===== config.mk =====
export PLATFORM = sky130hd
export DESIGN_NAME = tone_band_discriminator
export DESIGN_NICKNAME = d
export VERILOG_FILES = /design/src/rtl/tbd_pkg.sv /design/src/rtl/tbd_edge_sync.sv /design/src/rtl/tbd_window.sv /design/src/rtl/tbd_cycle_counter.sv /design/src/rtl/tbd_classifier.sv /design/src/rtl/tone_band_discriminator.sv
export SDC_FILE = /design/constraint.sdc
export NUM_CORES = 1
export LEC_CHECK = 0
export BUFFER_PORTS_ARGS = -buffer_cell sky130_fd_sc_hd__buf_4
export CORE_ASPECT_RATIO = 1.25
export CORE_MARGIN = 5
export CORE_UTILIZATION = 50
export DETAILED_ROUTE_END_ITERATION = 12
export HOLD_SLACK_MARGIN = 0.1
export PLACE_DENSITY = 0.68
export SETUP_SLACK_MARGIN = 0.15
export SLEW_MARGIN = 20
export SYNTH_ARGS = -nofsm -noshare
export SYNTH_HDL_FRONTEND = slang
export SYNTH_SLANG_ARGS = --single-unit

===== constraint.sdc =====
create_clock -name clk -period 2.91 [get_ports clk]
set_input_delay 0.1455 -clock clk [delete_from_list [all_inputs] [get_ports clk]]
set_output_delay 0.1455 -clock clk [all_outputs]
set_load 0.01 [all_outputs]

===== src/rtl/tbd_pkg.sv =====
package tbd_pkg;

    typedef enum logic [1:0] {
        ST_UNKNOWN = 2'd0,
        ST_LOW     = 2'd1,
        ST_HIGH    = 2'd2
    } band_state_t;

    typedef enum logic [1:0] {
        CLS_LOW  = 2'd0,
        CLS_HIGH = 2'd1,
        CLS_NONE = 2'd2
    } count_class_t;

endpackage


===== src/rtl/tbd_edge_sync.sv =====
module tbd_edge_sync #(
    parameter int SYNC_STAGES = 2
) (
    input  logic clk,
    input  logic rst,
    input  logic async_i,
    output logic rise_o
);
    localparam int CHAIN = SYNC_STAGES + 1;

    logic [CHAIN-1:0] chain_q;

    always_ff @(posedge clk) begin
        if (rst) chain_q[0] <= 1'b0;
        else     chain_q[0] <= async_i;
    end

    for (genvar g = 1; g < CHAIN; g++) begin : g_stage
        always_ff @(posedge clk) begin
            if (rst) chain_q[g] <= 1'b0;
            else     chain_q[g] <= chain_q[g-1];
        end
    end

    assign rise_o = chain_q[SYNC_STAGES-1] & ~chain_q[SYNC_STAGES];

    // A single rising edge yields one pulse of one cycle
    assert_rise_single_R2: assert property (@(posedge clk) disable iff (rst)
        rise_o |=> !rise_o);

endmodule


===== src/rtl/tbd_window.sv =====
module tbd_window #(
    parameter int WIN_CYCLES = 35080
) (
    input  logic clk,
    input  logic rst,
    input  logic enable_i,
    output logic win_end_o
);
    localparam int WW = (WIN_CYCLES > 2) ? $clog2(WIN_CYCLES) : 1;
    localparam logic [WW-1:0] LAST = WW'(WIN_CYCLES - 1);

    logic [WW-1:0] pos_q;

    assign win_end_o = enable_i && (pos_q == LAST);

    always_ff @(posedge clk) begin
        if (rst || !enable_i) pos_q <= '0;
        else if (win_end_o)   pos_q <= '0;
        else                  pos_q <= pos_q + WW'(1);
    end

    assert_hold_disabled_R9: assert property (@(posedge clk) disable iff (rst)
        !enable_i |=> (pos_q == '0));

    assert_window_gap_R2: assert property (@(posedge clk) disable iff (rst)
        win_end_o |=> !win_end_o);

endmodule


===== src/rtl/tbd_cycle_counter.sv =====
module tbd_cycle_counter #(
    parameter int CNT_W = 5
) (
    input  logic             clk,
    input  logic             rst,
    input  logic             enable_i,
    input  logic             rise_i,
    input  logic             win_end_i,
    output logic [CNT_W-1:0] tally_o
);
    localparam logic [CNT_W-1:0] CMAX = {CNT_W{1'b1}};

    logic [CNT_W-1:0] cnt_q;
    logic             bump;

    assign bump    = rise_i && (cnt_q != CMAX);
    assign tally_o = bump ? cnt_q + CNT_W'(1) : cnt_q;

    always_ff @(posedge clk) begin
        if (rst || !enable_i) cnt_q <= '0;
        else if (win_end_i)   cnt_q <= '0;
        else if (bump)        cnt_q <= cnt_q + CNT_W'(1);
    end

    assert_saturate_R8: assert property (@(posedge clk) disable iff (rst)
        (cnt_q == CMAX) && enable_i && !win_end_i |=> (cnt_q == CMAX));

    assert_discard_disabled_R9: assert property (@(posedge clk) disable iff (rst)
        !enable_i |=> (cnt_q == '0));

endmodule


===== src/rtl/tbd_classifier.sv =====
module tbd_classifier
    import tbd_pkg::*;
#(
    parameter int CNT_W  = 5,
    parameter int LO_MIN = 3,
    parameter int LO_MAX = 6,
    parameter int HI_MIN = 9,
    parameter int HI_MAX = 21
) (
    input  logic             clk,
    input  logic             rst,
    input  logic             win_end_i,
    input  logic [CNT_W-1:0] tally_i,
    output logic             band_hi_o,
    output logic             band_valid_o,
    output logic             band_change_o,
    output logic             range_err_o
);
    localparam logic [CNT_W-1:0] LO_MIN_C = CNT_W'(LO_MIN);
    localparam logic [CNT_W-1:0] LO_MAX_C = CNT_W'(LO_MAX);
    localparam logic [CNT_W-1:0] HI_MIN_C = CNT_W'(HI_MIN);
    localparam logic [CNT_W-1:0] HI_MAX_C = CNT_W'(HI_MAX);

    band_state_t  state_q, state_d;
    count_class_t cls;

    always_comb begin
        if (tally_i >= LO_MIN_C && tally_i <= LO_MAX_C)      cls = CLS_LOW;
        else if (tally_i >= HI_MIN_C && tally_i <= HI_MAX_C) cls = CLS_HIGH;
        else                                                 cls = CLS_NONE;
    end

    // Next-state logic; transitions only at a window end
    always_comb begin
        state_d = state_q;
        unique case (state_q)
            ST_UNKNOWN: begin
                if (win_end_i && cls == CLS_LOW)  state_d = ST_LOW;   // T_ACQ_LOW
                if (win_end_i && cls == CLS_HIGH) state_d = ST_HIGH;  // T_ACQ_HIGH
            end
            ST_LOW: begin
                if (win_end_i && cls == CLS_HIGH) state_d = ST_HIGH;  // T_TO_HIGH
            end
            ST_HIGH: begin
                if (win_end_i && cls == CLS_LOW)  state_d = ST_LOW;   // T_TO_LOW
            end
            default: state_d = ST_UNKNOWN;
        endcase
    end

    // State register
    always_ff @(posedge clk) begin
        if (rst) state_q <= ST_UNKNOWN;
        else     state_q <= state_d;
    end

    // Registered pulse outputs
    always_ff @(posedge clk) begin
        if (rst) begin
            band_change_o <= 1'b0;
            range_err_o   <= 1'b0;
        end else begin
            band_change_o <= (state_d != state_q);
            range_err_o   <= win_end_i && (cls == CLS_NONE);
        end
    end

    assign band_hi_o    = (state_q == ST_HIGH);
    assign band_valid_o = (state_q != ST_UNKNOWN);

    assert_valid_sticky_R1: assert property (@(posedge clk) disable iff (rst)
        band_valid_o |=> band_valid_o);

    assert_err_at_window_R5: assert property (@(posedge clk) disable iff (rst)
        range_err_o |-> $past(win_end_i));

    assert_hold_on_none_R5: assert property (@(posedge clk) disable iff (rst)
        win_end_i && (cls == CLS_NONE) |=> $stable(band_hi_o) && $stable(band_valid_o));

    assert_same_band_quiet_R6: assert property (@(posedge clk) disable iff (rst)
        win_end_i && ((cls == CLS_HIGH && band_hi_o && band_valid_o) ||
                      (cls == CLS_LOW && !band_hi_o && band_valid_o)) |=> !band_change_o);

    assert_change_marked_R7: assert property (@(posedge clk) disable iff (rst)
        !$stable(band_hi_o) |-> band_change_o);

    assert_change_one_cycle_R7: assert property (@(posedge clk) disable iff (rst)
        band_change_o |-> $past(win_end_i));

endmodule


===== src/rtl/tone_band_discriminator.sv =====
module tone_band_discriminator #(
    parameter int WIN_CYCLES  = 35080,
    parameter int LO_MIN      = 3,
    parameter int LO_MAX      = 6,
    parameter int HI_MIN      = 9,
    parameter int HI_MAX      = 21,
    parameter int SYNC_STAGES = 2
) (
    input  logic clk,
    input  logic rst,
    input  logic enable,
    input  logic tone_sq,
    output logic band_hi,
    output logic band_valid,
    output logic band_change,
    output logic range_err
);
    localparam int CNT_W = $clog2(HI_MAX + 2);

    logic             rise;
    logic             win_end;
    logic [CNT_W-1:0] tally;

    tbd_edge_sync #(.SYNC_STAGES(SYNC_STAGES)) u_sync (
        .clk     (clk),
        .rst     (rst),
        .async_i (tone_sq),
        .rise_o  (rise)
    );

    tbd_window #(.WIN_CYCLES(WIN_CYCLES)) u_window (
        .clk       (clk),
        .rst       (rst),
        .enable_i  (enable),
        .win_end_o (win_end)
    );

    tbd_cycle_counter #(.CNT_W(CNT_W)) u_count (
        .clk       (clk),
        .rst       (rst),
        .enable_i  (enable),
        .rise_i    (rise),
        .win_end_i (win_end),
        .tally_o   (tally)
    );

    tbd_classifier #(
        .CNT_W  (CNT_W),
        .LO_MIN (LO_MIN),
        .LO_MAX (LO_MAX),
        .HI_MIN (HI_MIN),
        .HI_MAX (HI_MAX)
    ) u_cls (
        .clk           (clk),
        .rst           (rst),
        .win_end_i     (win_end),
        .tally_i       (tally),
        .band_hi_o     (band_hi),
        .band_valid_o  (band_valid),
        .band_change_o (band_change),
        .range_err_o   (range_err)
    );

    assert_quiet_disabled_R9: assert property (@(posedge clk) disable iff (rst)
        !enable |=> !band_change && !range_err);

endmodule


# Word-level counts from Yosys, hierarchy flattened
# Index checks and enable logic that the tools add are counted.
[classes]
n_mux = 7
n_shift = 0
n_lt_le_gt_ge = 4
bitwise = 2
mul = 0
n_eq_ne = 7
n_reduce_logical = 13
div = 0
addsub = 2
[op_table]
columns = ["operator", "n"]
rows = [
  ["adder 16 x 1 -> 16 bit, second input constant", 1],
  ["== test 16 bit, second input constant", 1],
  ["two-way mux 2 bit", 5],
  ["logical AND 1 bit", 7],
  ["one-hot mux 2 bit (3 select lines)", 1],
  ["adder 5 x 1 -> 5 bit, second input constant", 1],
  [">= comparator 5 x 2 -> 1 bit, second input constant", 1],
  [">= comparator 5 x 4 -> 1 bit, second input constant", 1],
  ["<= comparator 5 x 3 -> 1 bit, second input constant", 1],
  ["<= comparator 5 bit, second input constant", 1],
  ["two-way mux 5 bit", 1],
  ["inequality test 5 bit, second input constant", 1],
  ["== test 2 x 1 -> 1 bit, second input constant", 2],
  ["== test 2 bit, second input constant", 2],
  ["logical NOT 2 bit", 2],
  ["inequality test 2 bit", 1],
  ["nonzero test 2 bit", 1],
  ["OR reduction 2 bit", 1],
  ["bitwise AND 1 bit", 1],
  ["logical NOT 1 bit", 1],
  ["logical OR 1 bit", 1],
  ["inverter 1 bit", 1],
]
[word_totals]
output_inout_bits = 4
rom_bits = 0
ramBits = 0
latchBits = 0
memories = 0
register_bits = 28

# Logic depth before layout (Yosys ltp)
# Gate-level depths: netlist of the first run.
[logic_depth]
depth_word = 14
depth_mapped = 11
ltp_nobuf = 9

# Hierarchy
# A second synthesis of the first run with hierarchy kept.
[unflattened]
hier_cells = 145
area_unflattened_um2 = 1397.6
[modules_own_cells]
columns = ["mod", "cells_each", "area_per_inst_um2", "instances"]
rows = [
  ["tbd_window", 81, 754.5, 1],
  ["tbd_cycle_counter", 25, 286.5, 1],
  ["tbd_classifier", 32, 269.0, 1],
  ["tbd_edge_sync", 7, 87.6, 1],
]

# Worst setup path after synthesis of the first run
# No wires, ideal clock.
[synth_path]
path_type = "reg2reg"
startpoint = "register u_count.cnt_q[1]"
endpoint = "register u_cls.band_change_o"
path_slack_ps = 562
path_stages_with_launch = 10
period_less_slack_ps = 2348
t_arrival_ps = 2274
setup_time_ps = 74
cell_sequence = "dfxtp_1 -> ha_1 -> buf_2 -> and3_1 -> ha_1 -> nor3b_4 -> mux2i_1 -> o2111ai_2 -> or3_1 -> a31oi_1"
[synth_between]
elab_chain_len = 13
elab_cells_between_ends = 21
cone_classes = "add/sub: 1; order compare: 4; eq/ne: 3; mux: 7; reduce/logical: 6"
[synth_lines]
columns = ["item", "line", "text"]
rows = [
  ["from (decl)", "tbd_cycle_counter.sv:13", "logic [CNT_W-1:0] cnt_q;"],
  ["from (signal assigned)", "tbd_cycle_counter.sv:22", "else if (bump) cnt_q <= cnt_q + CNT_W'(1);"],
  ["branches (longest 2 deep; another with adder 5 x 1 -> 5 bit)", "--", ""],
  ["two-way mux 5 bit *", "tbd_cycle_counter.sv:17", "assign tally_o = bump ? cnt_q + CNT_W'(1) : cnt_q;"],
  [">= comparator 5 x 4 -> 1 bit / <= comparator 5 bit (equally long branches)", "tbd_classifier.sv:29", "else if (tally_i >= HI_MIN_C && tally_i <= HI_MAX_C) cls = CLS_HIGH;"],
  ["logical AND 1 bit", "tbd_classifier.sv:29", ""],
  ["two-way mux 2 bit", "tbd_classifier.sv:29", ""],
  ["two-way mux 2 bit *", "tbd_classifier.sv:28", "if (tally_i >= LO_MIN_C && tally_i <= LO_MAX_C) cls = CLS_LOW;"],
  ["logical NOT 2 bit", "tbd_classifier.sv:38, tbd_classifier.sv:45", ""],
  ["logical AND 1 bit", "tbd_classifier.sv:38, tbd_classifier.sv:45", ""],
  ["two-way mux 2 bit", "tbd_classifier.sv:38, tbd_classifier.sv:45", ""],
  ["two-way mux 2 bit", "tbd_classifier.sv:39", "if (win_end_i && cls == CLS_HIGH) state_d = ST_HIGH;"],
  ["one-hot mux 2 bit (3 select lines) *", "tbd_classifier.sv:36", "unique case (state_q)"],
  ["inequality test 2 bit *", "tbd_classifier.sv:63", "band_change_o <= (state_d != state_q);"],
  ["to (signal assigned)", "tbd_classifier.sv:63", ""],
  ["to (decl)", "tbd_classifier.sv:16", "output logic band_change_o,"],
]
# Mark *: on every way between the ends.
# A chain may end at the register's enable or synchronous reset.

# Worst setup path in the final report of the first run
# Ends and elaborated chain as after synthesis.

==> results of run 1 <==
worst max-delay path, cell delays in order (launching register included):
cell and delay (ns):
dfxtp_1 0.39, ha_2 0.25, and3_1 0.20, ha_1 0.22
nor3b_4 0.26, mux2i_2 0.37, o2111ai_2 0.25, or3_1 0.37
a31oi_1 0.15
worst max-delay path by stage:
stage,start,end,slack (ns)
global placement,u_count.cnt_q[0],u_cls.state_q[0],0.34
finish,u_count.cnt_q[1],u_cls.band_change_o,0.38
detailed placement,u_count.cnt_q[0],u_cls.state_q[0],0.28
global route,u_count.cnt_q[1],u_cls.band_change_o,0.16
CTS,u_count.cnt_q[0],u_cls.band_change_o,0.25
floorplan,u_count.cnt_q[1],u_cls.band_change_o,0.56
cells in the final DEF, fill, tap and decap left out, types with 4 or more instances in the layout:
cell type and count:
nor2b_1 5, nor2_1 26, xnor2_1 7, nand4_1 4, buf_4 9, dfxtp_1 27, nand2_1 10, xor2_1 10
nand3_1 8
metrics by stage:
| stage | power (mW) | setup WS (ns) | cells | hold WS, ns | utilization [%] |
|---|---|---|---|---|---|
| CTS | 0.672 | 0.249 | 191 | 0.271 | 56.4 |
| global route | 0.690 | 0.161 | 191 | 0.317 | 57.0 |
| global placement | 0.419 | 0.344 | 185 | 0.357 | 53.7 |
| finish | 0.662 | 0.385 | 191 | 0.282 | 57.0 |
| detailed placement | 0.420 | 0.284 | 185 | 0.369 | 53.7 |
| floorplan | 0.412 | 0.562 | 148 | 0.215 | - |
layer usage:
metal / track usage, % / routed length, um / up-vias
met5: 0 / 0 / -
met4: 8.61 / 72 / 0
met3: 1.91 / 68 / 7
met2: 24.9 / 1230 / 25
met1: 15.7 / 1110 / 494
li1: - / - / 528
flip-flops by register name, indices dropped and copies added, names as in the netlist:
register / flops
u_window.pos_q: 16
u_cls.band_change_o: 1
u_sync.chain_q: 3
u_count.cnt_q: 5
u_cls.state_q: 2
u_cls.range_err_o: 1
where the power goes:
| part | internal, mW | switching [mW] | total [mW] |
|---|---|---|---|
| Clock | 0.139 | 0.108 | 0.248 |
| Sequential | 0.387 | 0.00279 | 0.390 |
| Combinational | 0.0125 | 0.0124 | 0.0248 |
cells by family (layout without fill, tap and decap cells):
family / Yosys count / after routing
muxes: 3 / 3
DFF: 28 / 28
AOI/OAI and AO/OA: 12 / 12
xor gates and xnor gates: 18 / 18
adders and majority gates: 3 / 3
buffers and inverters: 8 / 17
and+or+nand+nor: 76 / 76
timing repair:
item,4_1_cts,5_1_grt
endpoints found under the hold margin,6,0
resized for setup,0,4
endpoints found under the setup margin,0,3
hold buffers,2,0
area by class of cell:
cell class	count	area, um^2
fill	252	1130
tap	34	42.5
clock buffer	3	22.5
clock inverter	1	30.0
inverter	2	7.51
timing repair buffer	11	87.6
multi-input combinational	112	746
sequential	28	562
==> results.py, run 1 <==
metrics = {
    "status": {
        "status": "finished clean",
    },
    "route": {
        "routedWlPerCell_um": 13.0,
        "drt_wl_total_um": 2480,
        "drt-initial-drc-count": 41,
        "ant_nets": 0,
        "num_vias": 1054,
        "avgViaCountPerCell": 5.52,
        "dr.pass1.iters": 5,
        "drc_errors": 0,
    },
    "clocking": {
        "cts_tree": "done",
        "cts_buffer_depth": 2,
        "path_clk_slew_ns": 0.14,
        "cts_buffers": 3,
        "h-tree-depth": 1,
        "cts.sinks": 28,
        "cts_setup_buffers": 0,
        "cts_root_buffer": "clkbuf_4",
        "insertion_delay_ns": 0.32,
    },
    "place": {
        "placed_area_um2": 1410,
        "dp_hpwl_um": 1740,
        "numPortBuffers": 7,
        "place.gp.congestion": 0.840,
    },
    "grt": {
        "grtUsageTotal_pct": 13.9,
        "grt_pass1_vias": 1036,
        "grt_antenna_before_repair": 0,
        "grt_first_pass_wirelength_um": 4190,
        "grt_start_max_net_pins": 17,
        "grt.overflow.total": 0,
    },
    "sta": {
        "finalMaxSlewViolations": 0,
        "finalCritPeriodShare_pct": 86.8,
        "rsz0062_at_grt": "false",
        "max_slew.worst_pin.slew_ns": 0.374,
        "fin_tns_setup_ns": 0,
        "skew_ns": 0.00449,
        "setup_viol": 0,
        "relSlewSlack_pct": 75.1,
        "fmax_mhz": 396,
        "hold_viol": 0,
        "fin_crit_ns": 2.53,
    },
    "synth": {
        "syn_inst": 148,
        "synth_fa_ha_area_share_pct": 2.81,
        "ys_seq_area_share_pct": 42.0,
        "synth-xor-area-share_pct": 11.8,
        "syn_area_per_cell_um2": 9.01,
        "syn-cell-area_um2": 1330,
        "ys.warnings.count": 0,
        "synth_ff_type": "dfxtp_1",
        "ys_ff_latch": 28,
        "synth_compound_area_share_pct": 7.22,
        "yosysTopAreaCellShare_pct": 42.0,
        "synthArstFlopShare_pct": 0,
        "synth.distinct_cells": 37,
        "synth.area.mux_share_pct": 2.25,
        "synth_most_common_cell": "dfxtp_1",
        "yosys.area.top_type": "dfxtp_1",
        "synth-simple-area-share_pct": 30.8,
        "synth_edf_count": 0,
        "yosys-top-cells-area": "dfxtp_1 (42%), nor2_1 (7.3%), xor2_1 (7.2%), xnor2_1 (4.6%), nand3_1 (3.0%)",
        "synth_nets": 155,
        "ys_top_cells_by_count": "dfxtp_1 (28), nor2_1 (26), xor2_1 (11)",
        "synth_top_family_by_area": "simple AND/OR/NAND/NOR gates",
    },
    "worst_setup_path": {
        "crit_path_start_kind": "flop",
        "rr_worst_depth": 8,
        "worstPathArrival_ns": 2.79,
        "cp_max_fo": 8,
        "r2r-end": "u_cls.band_change_o",
        "crit_path_end_kind": "flop",
        "cp.required_ns": 3.18,
        "reg2reg_from": "u_count.cnt_q[1]",
        "crit_type": "flop to flop",
        "rrSetupSlack_ns": 0.38,
    },
    "floorplan": {
        "dieArea_um2": 3810,
        "initial_core_util_pct": 50.8,
        "ios": 8,
        "core_area_um2": 2630,
        "die_w_um": 56.2,
        "die_h_um": 67.7,
        "rows": 21,
    },
    "pwr": {
        "max-vdd-ir-drop_v": 0.000304,
        "power.density_nw_per_um2": 442,
        "leakage_nw": 0.524,
    },
    "worst_hold_path": {
        "min-delay-start": "enable",
        "whs_path_depth": 3,
        "hold_class": "input pin to flop",
        "min_to": "u_window.pos_q[1]",
    },
    "layout": {
        "area_growth_pct": 12.3,
        "n_antenna_cell": 0,
        "fin_area_um2": 1500,
        "nets": 165,
        "drive_gt1_share_pct": 14.0,
    },
    "run": {
        "maxCapViolCount": 0,
    },
}
(Power assumes the default switching activity.)
==> inputs of run 2 (changes only) <==
--- a/config.mk
+++ b/config.mk
@@ -12,6 +12,7 @@
 export DETAILED_ROUTE_END_ITERATION = 12
 export HOLD_SLACK_MARGIN = 0.1
 export PLACE_DENSITY = 0.68
+export REMOVE_ABC_BUFFERS = 1
 export SETUP_SLACK_MARGIN = 0.15
 export SLEW_MARGIN = 20
 export SYNTH_ARGS = -nofsm -noshare
==> constraint.sdc (replaced) <==
create_clock -name clk -period 2.91 [get_ports clk]
set_input_delay 0.582 -clock clk [delete_from_list [all_inputs] [get_ports clk]]
set_output_delay 0.582 -clock clk [all_outputs]
set_load 0.01 [all_outputs]
==> run 2 against run 1 <==
  * Clock skew up 0.0087 ns
  * Sequential cell count unchanged
  * Global-route usage up 0.13 points
  * Die area unchanged
  * Sequential power about the same
  * Largest cell class unchanged
==> results.py, run 2 (same netlist as run 1, synthesis figures left out) <==
metrics = {
    "clocking": {
        "cts_root_buffer": "clkbuf_4",
        "insertion_delay_ns": 0.33,
        "cts_buffer_depth": 2,
        "cts_tree": "done",
        "postCtsHoldBufs": 0,
        "path_clk_slew_ns": 0.15,
        "h-tree-depth": 1,
        "cts_buffers": 3,
        "cts.sinks": 28,
    },
    "worst_hold_path": {
        "hold_class": "input pin to flop",
    },
    "worst_setup_path": {
        "critPathSlowestCell": "dfxtp_1",
        "crit_type": "flop to flop",
        "cp.required_ns": 3.15,
        "rrSetupSlack_ns": 0.33,
        "crit_chain": "ha_2 -> and3_1 -> ha_1 -> nor3b_4 -> buf_4 -> nand2_1 -> xor2_1 -> mux2i_1 -> nand3b_1 -> and4b_1",
        "cp_max_fo": 10,
        "crit_family": "simple AND/OR/NAND/NOR gates",
        "critPathMaxStageDelay_ns": 0.41,
        "worstPathArrival_ns": 2.82,
        "path_buf_inv": 1,
        "crit_path_start_kind": "flop",
        "crit_path_end_kind": "flop",
    },
    "sta": {
        "fin_tns_setup_ns": 0,
        "fin_hold_ws_ns": 0.448,
        "max_slew.worst_pin.slew_ns": 0.404,
        "finalMaxSlewViolations": 0,
        "finalCritPeriodShare_pct": 88.8,
        "skew_ns": 0.0132,
        "fmax_mhz": 387,
        "relSlewSlack_pct": 73.0,
        "hold_viol": 0,
        "rsz0062_at_grt": "false",
        "setup_viol": 0,
        "fin_crit_ns": 2.58,
    },
    "floorplan": {
        "ios": 8,
        "rows": 21,
        "die_h_um": 67.7,
        "initial_core_util_pct": 50.8,
        "die_w_um": 56.2,
        "core_area_um2": 2630,
        "dieArea_um2": 3810,
    },
    "layout": {
        "nFillCells": 262,
        "n_antenna_cell": 0,
        "top_regs": "u_window.pos_q (16), u_count.cnt_q (5), u_sync.chain_q (3)",
        "largest_register_ffs": 16,
        "nets": 163,
        "layout_common_cells": "dfxtp_1 (28), nor2_1 (26), xor2_1 (11), nand2_1 (10), buf_4 (9)",
        "area_growth_pct": 10.1,
        "drive_gt1_share_pct": 12.9,
        "final_common_cell": "dfxtp_1",
        "regMostFlops": "u_window.pos_q",
    },
    "place": {
        "place.gp.congestion": 0.749,
        "dp_hpwl_um": 1820,
        "numPortBuffers": 7,
    },
    "route": {
        "num_vias": 1022,
        "drt-initial-drc-count": 15,
        "drt_wl_total_um": 2400,
        "avgViaCountPerCell": 5.41,
        "routedWlPerCell_um": 12.7,
        "dr.pass1.iters": 4,
        "ant_nets": 0,
        "drc_errors": 0,
    },
    "grt": {
        "grt.overflow.total": 0,
        "grt_start_max_net_pins": 17,
        "grt_antenna_before_repair": 0,
        "grt_first_pass_wirelength_um": 4260,
        "grtUsageTotal_pct": 14.0,
        "grt_pass1_vias": 983,
    },
    "pwr": {
        "leakage_nw": 0.514,
        "power.density_nw_per_um2": 452,
        "max-vdd-ir-drop_v": 0.000373,
    },
    "run": {
        "maxCapViolCount": 0,
    },
    "status": {
        "status": "finished clean",
    },
}
## run 2: changes by cell type in the layout (fill, tap and decap cells not counted)
cell / delta
xor2_2: -1
dlygate4sd3_1: -2
xor2_1: +1
dfxtp_2: -1
dfxtp_1: +1
## run 2: through the flow
step                      power, mW  utilization (%)  std cells  setup slack (ns)  area (um^2)
after floorplan               0.410                -        142             0.339         1300
after global placement        0.419             53.7        185             0.329         1410
after detailed placement      0.421             53.7        185             0.237         1410
after CTS                     0.673             55.7        189             0.226         1460
after global routing          0.693             55.9        189             0.151         1470
final                         0.664             55.9        189             0.326         1470
## run 2: worst paths after layout
kind	startpoint	end	cells past startpoint
max reg2reg	u_count.cnt_q[0]	u_cls.state_q[0]	10
min	rst	u_cls.band_change_o	2
min reg2reg	u_sync.chain_q[0]	u_sync.chain_q[1]	1
max	u_count.cnt_q[0]	u_cls.state_q[0]	10
## run 2: repair_timing
action,4_1_cts,5_1_grt
resized for setup,0,2
setup buffers,0,0
setup endpoints to repair,0,3
## run 2: cell type report
cell class	instances	area, um^2	share of cell area (%)
Clock buffer	3	22.5	1.53
Clock inverter	1	30.0	2.04
Inverter	2	7.51	0.511
Multi-Input combinational cell	112	738	50.3
Sequential cell	28	561	38.2
Tap cell	34	42.5	2.90
Timing Repair Buffer	9	67.6	4.60
## run 2: worst reg2reg max path, stage by stage (launching register included)
cell and delay (ns):
dfxtp_1 0.41, ha_2 0.27, and3_1 0.20, ha_1 0.22, nor3b_4 0.24, buf_4 0.21, nand2_1 0.08, xor2_1 0.23
mux2i_1 0.32, nand3b_1 0.12, and4b_1 0.20
## run 2: report_power, final
part           switching (mW)  total, mW  internal, mW  leakage [nW]
Combinational          0.0122     0.0229        0.0107         0.260
Clock                   0.112      0.251         0.139        0.0279
Sequential            0.00285      0.390         0.387         0.226
## run 2: per-layer routing
metal  GRT usage (%)  share of wire [%]
met1            16.2                 46
met2            26.9                 52
met3            1.72                1.1
met4            4.45               0.58
met5               0                  0
==> inputs of run 3 (changes only) <==
--- a/config.mk
+++ b/config.mk
@@ -9,7 +9,9 @@
 export CORE_ASPECT_RATIO = 1.25
 export CORE_MARGIN = 5
 export CORE_UTILIZATION = 50
+export CTS_BUF_LIST = sky130_fd_sc_hd__clkbuf_4 sky130_fd_sc_hd__clkbuf_8
 export DETAILED_ROUTE_END_ITERATION = 12
+export GPL_TIMING_DRIVEN = 0
 export HOLD_SLACK_MARGIN = 0.1
 export PLACE_DENSITY = 0.68
 export REMOVE_ABC_BUFFERS = 1
==> run 3 against run 2 <==
  * Sequential share of layout area grew 0.28 points
  * Routed wire length increased by 1.5%
  * Total power decreased by 9.9%
  * Clock-buffer cell count rose by 1
==> results.py, run 3 (same netlist as run 1, synthesis figures left out) <==
metrics = {
    "layout": {
        "top_regs": "u_window.pos_q (16), u_count.cnt_q (5), u_sync.chain_q (3)",
        "regMostFlops": "u_window.pos_q",
        "final_common_cell": "dfxtp_1",
        "nets": 164,
        "n_antenna_cell": 0,
        "largest_register_ffs": 16,
        "area_growth_pct": 9.57,
        "fin_cells": 190,
        "drive_gt1_share_pct": 14.1,
        "layout_common_cells": "dfxtp_1 (27), nor2_1 (26), xor2_1 (11), nand2_1 (10), buf_4 (10)",
        "nFillCells": 258,
    },
    "clocking": {
        "h-tree-depth": 1,
        "cts_tree": "done",
        "path_clk_slew_ns": 0.14,
        "insertion_delay_ns": 0.32,
        "cts_buffer_depth": 2,
        "cts.sinks": 28,
        "cts_buffers": 3,
        "cts_root_buffer": "clkbuf_4",
    },
    "floorplan": {
        "die_h_um": 67.7,
        "rows": 21,
        "initial_core_util_pct": 50.8,
        "dieArea_um2": 3810,
        "core_area_um2": 2630,
        "ios": 8,
        "die_w_um": 56.2,
    },
    "place": {
        "numPortBuffers": 7,
        "dp_cells": 183,
        "dp_hpwl_um": 1730,
        "place.gp.congestion": 0.795,
    },
    "sta": {
        "max_slew.worst_pin.slew_ns": 0.794,
        "rsz0062_at_grt": "false",
        "fin_crit_ns": 2.51,
        "hold_viol": 0,
        "finalMaxSlewViolations": 0,
        "fmax_mhz": 399,
        "setup_viol": 0,
        "relSlewSlack_pct": 46.9,
        "skew_ns": 0.00298,
        "finalCritPeriodShare_pct": 86.2,
    },
    "route": {
        "drc_errors": 0,
        "drt_wl_total_um": 2430,
        "num_vias": 1043,
        "ant_nets": 0,
        "avgViaCountPerCell": 5.49,
        "routedWlPerCell_um": 12.8,
        "dr.pass1.iters": 4,
        "drt-initial-drc-count": 23,
    },
    "worst_setup_path": {
        "crit_chain": "ha_2 -> and3_1 -> ha_1 -> nor3b_4 -> buf_4 -> o22ai_2 -> a211o_1 -> mux2i_1 -> nand3_1 -> a31oi_1",
        "worstPathArrival_ns": 2.77,
        "crit_path_end_kind": "flop",
        "crit_path_start_kind": "flop",
        "cp_max_fo": 9,
        "crit_type": "flop to flop",
        "critPathSlowestCell": "dfxtp_2",
        "critPathMaxStageDelay_ns": 0.40,
        "cp.required_ns": 3.18,
    },
    "pwr": {
        "power.density_nw_per_um2": 409,
        "leakage_nw": 0.514,
        "totalPowerFinal_mw": 0.598,
        "max-vdd-ir-drop_v": 0.000308,
    },
    "grt": {
        "grt_start_max_net_pins": 22,
        "grt_first_pass_wirelength_um": 4280,
        "grt_pass1_vias": 1021,
        "grt.overflow.total": 0,
        "grt_antenna_before_repair": 0,
        "grtUsageTotal_pct": 14.3,
    },
    "status": {
        "status": "finished clean",
    },
    "run": {
        "maxCapViolCount": 0,
    },
    "worst_hold_path": {
        "hold_class": "input pin to flop",
    },
}
-- run 3: cell types whose count changed in the layout (fill, tap and decap cells not counted) --
| cell | before | now |
|---|---|---|
| buf_4 | 9 | 10 |
| bufinv_16 | 1 | 0 |
| clkbuf_8 | 0 | 1 |
| dfxtp_1 | 28 | 27 |
| dfxtp_2 | 0 | 1 |
-- run 3: per-stage QoR --
stage	instance area, um^2	util [%]	hold WS, ns	setup slack (ns)	TNS, ns
2_1_floorplan	1300	-	0.414	0.339	0
3_3_place_gp	1400	53.1	0.416	-0.0123	-0.0207
3_5_place_dp	1400	53.1	0.437	-0.0464	-0.0921
4_1_cts	1460	55.5	0.446	0.275	0
5_1_grt	1460	55.6	0.438	0.217	0
6_report	1460	55.6	0.453	0.403	0
-- run 3: worst paths after layout --
path,start,end,slack (ns),cells after the start
setup reg to reg,u_count.cnt_q[0],u_cls.band_change_o,0.40,10
setup / recovery,u_count.cnt_q[0],u_cls.band_change_o,0.40,10
hold reg to reg,u_window.pos_q[0],u_window.pos_q[0],0.46,1
hold / removal,rst,u_cls.state_q[1],0.45,2
-- run 3: area by class of cell --
type                       instances  area [um^2]  area share [%]
multi-input combinational        112          738            50.5
sequential                        28          562            38.4
timing repair buffer              10         75.1            5.14
tap                               34         42.5            2.91
clock buffer                       4         36.3            2.48
inverter                           2         7.51           0.514
-- run 3: metal layers --
metal / vias to the layer above / GRT usage [%] / routed length [um]
met2: 16 / 27.9 / 1350
met4: 0 / 8.90 / 54
met3: 4 / 1.72 / 55
li1: 529 / - / -
met1: 494 / 14.5 / 977
met5: - / 0 / 0
-- run 3: power by group --
group	switching, mW	internal [mW]
clock network	0.109	0.0766
registers	0.00276	0.387
logic	0.0118	0.0112
total	0.123	0.475
-- run 3: critical path, delay by kind of cell (launching register included) --
family,cells,cell delay (ns)
AND/OR/NAND/NOR,3,0.58
AO/OA/AOI/OAI,3,0.56
adder cells (fa/ha/maj),2,0.48
flip-flops,1,0.40
multiplexers,1,0.25
buffers and inverters,1,0.20
-- run 3: repair_timing --
item | 4_1_cts | 5_1_grt
buffers inserted | 3 | 0
pin swaps | 1 | 0
gates resized for setup | 1 | 2
setup endpoints to repair | 4 | 4
hold buffers | 0 | 0
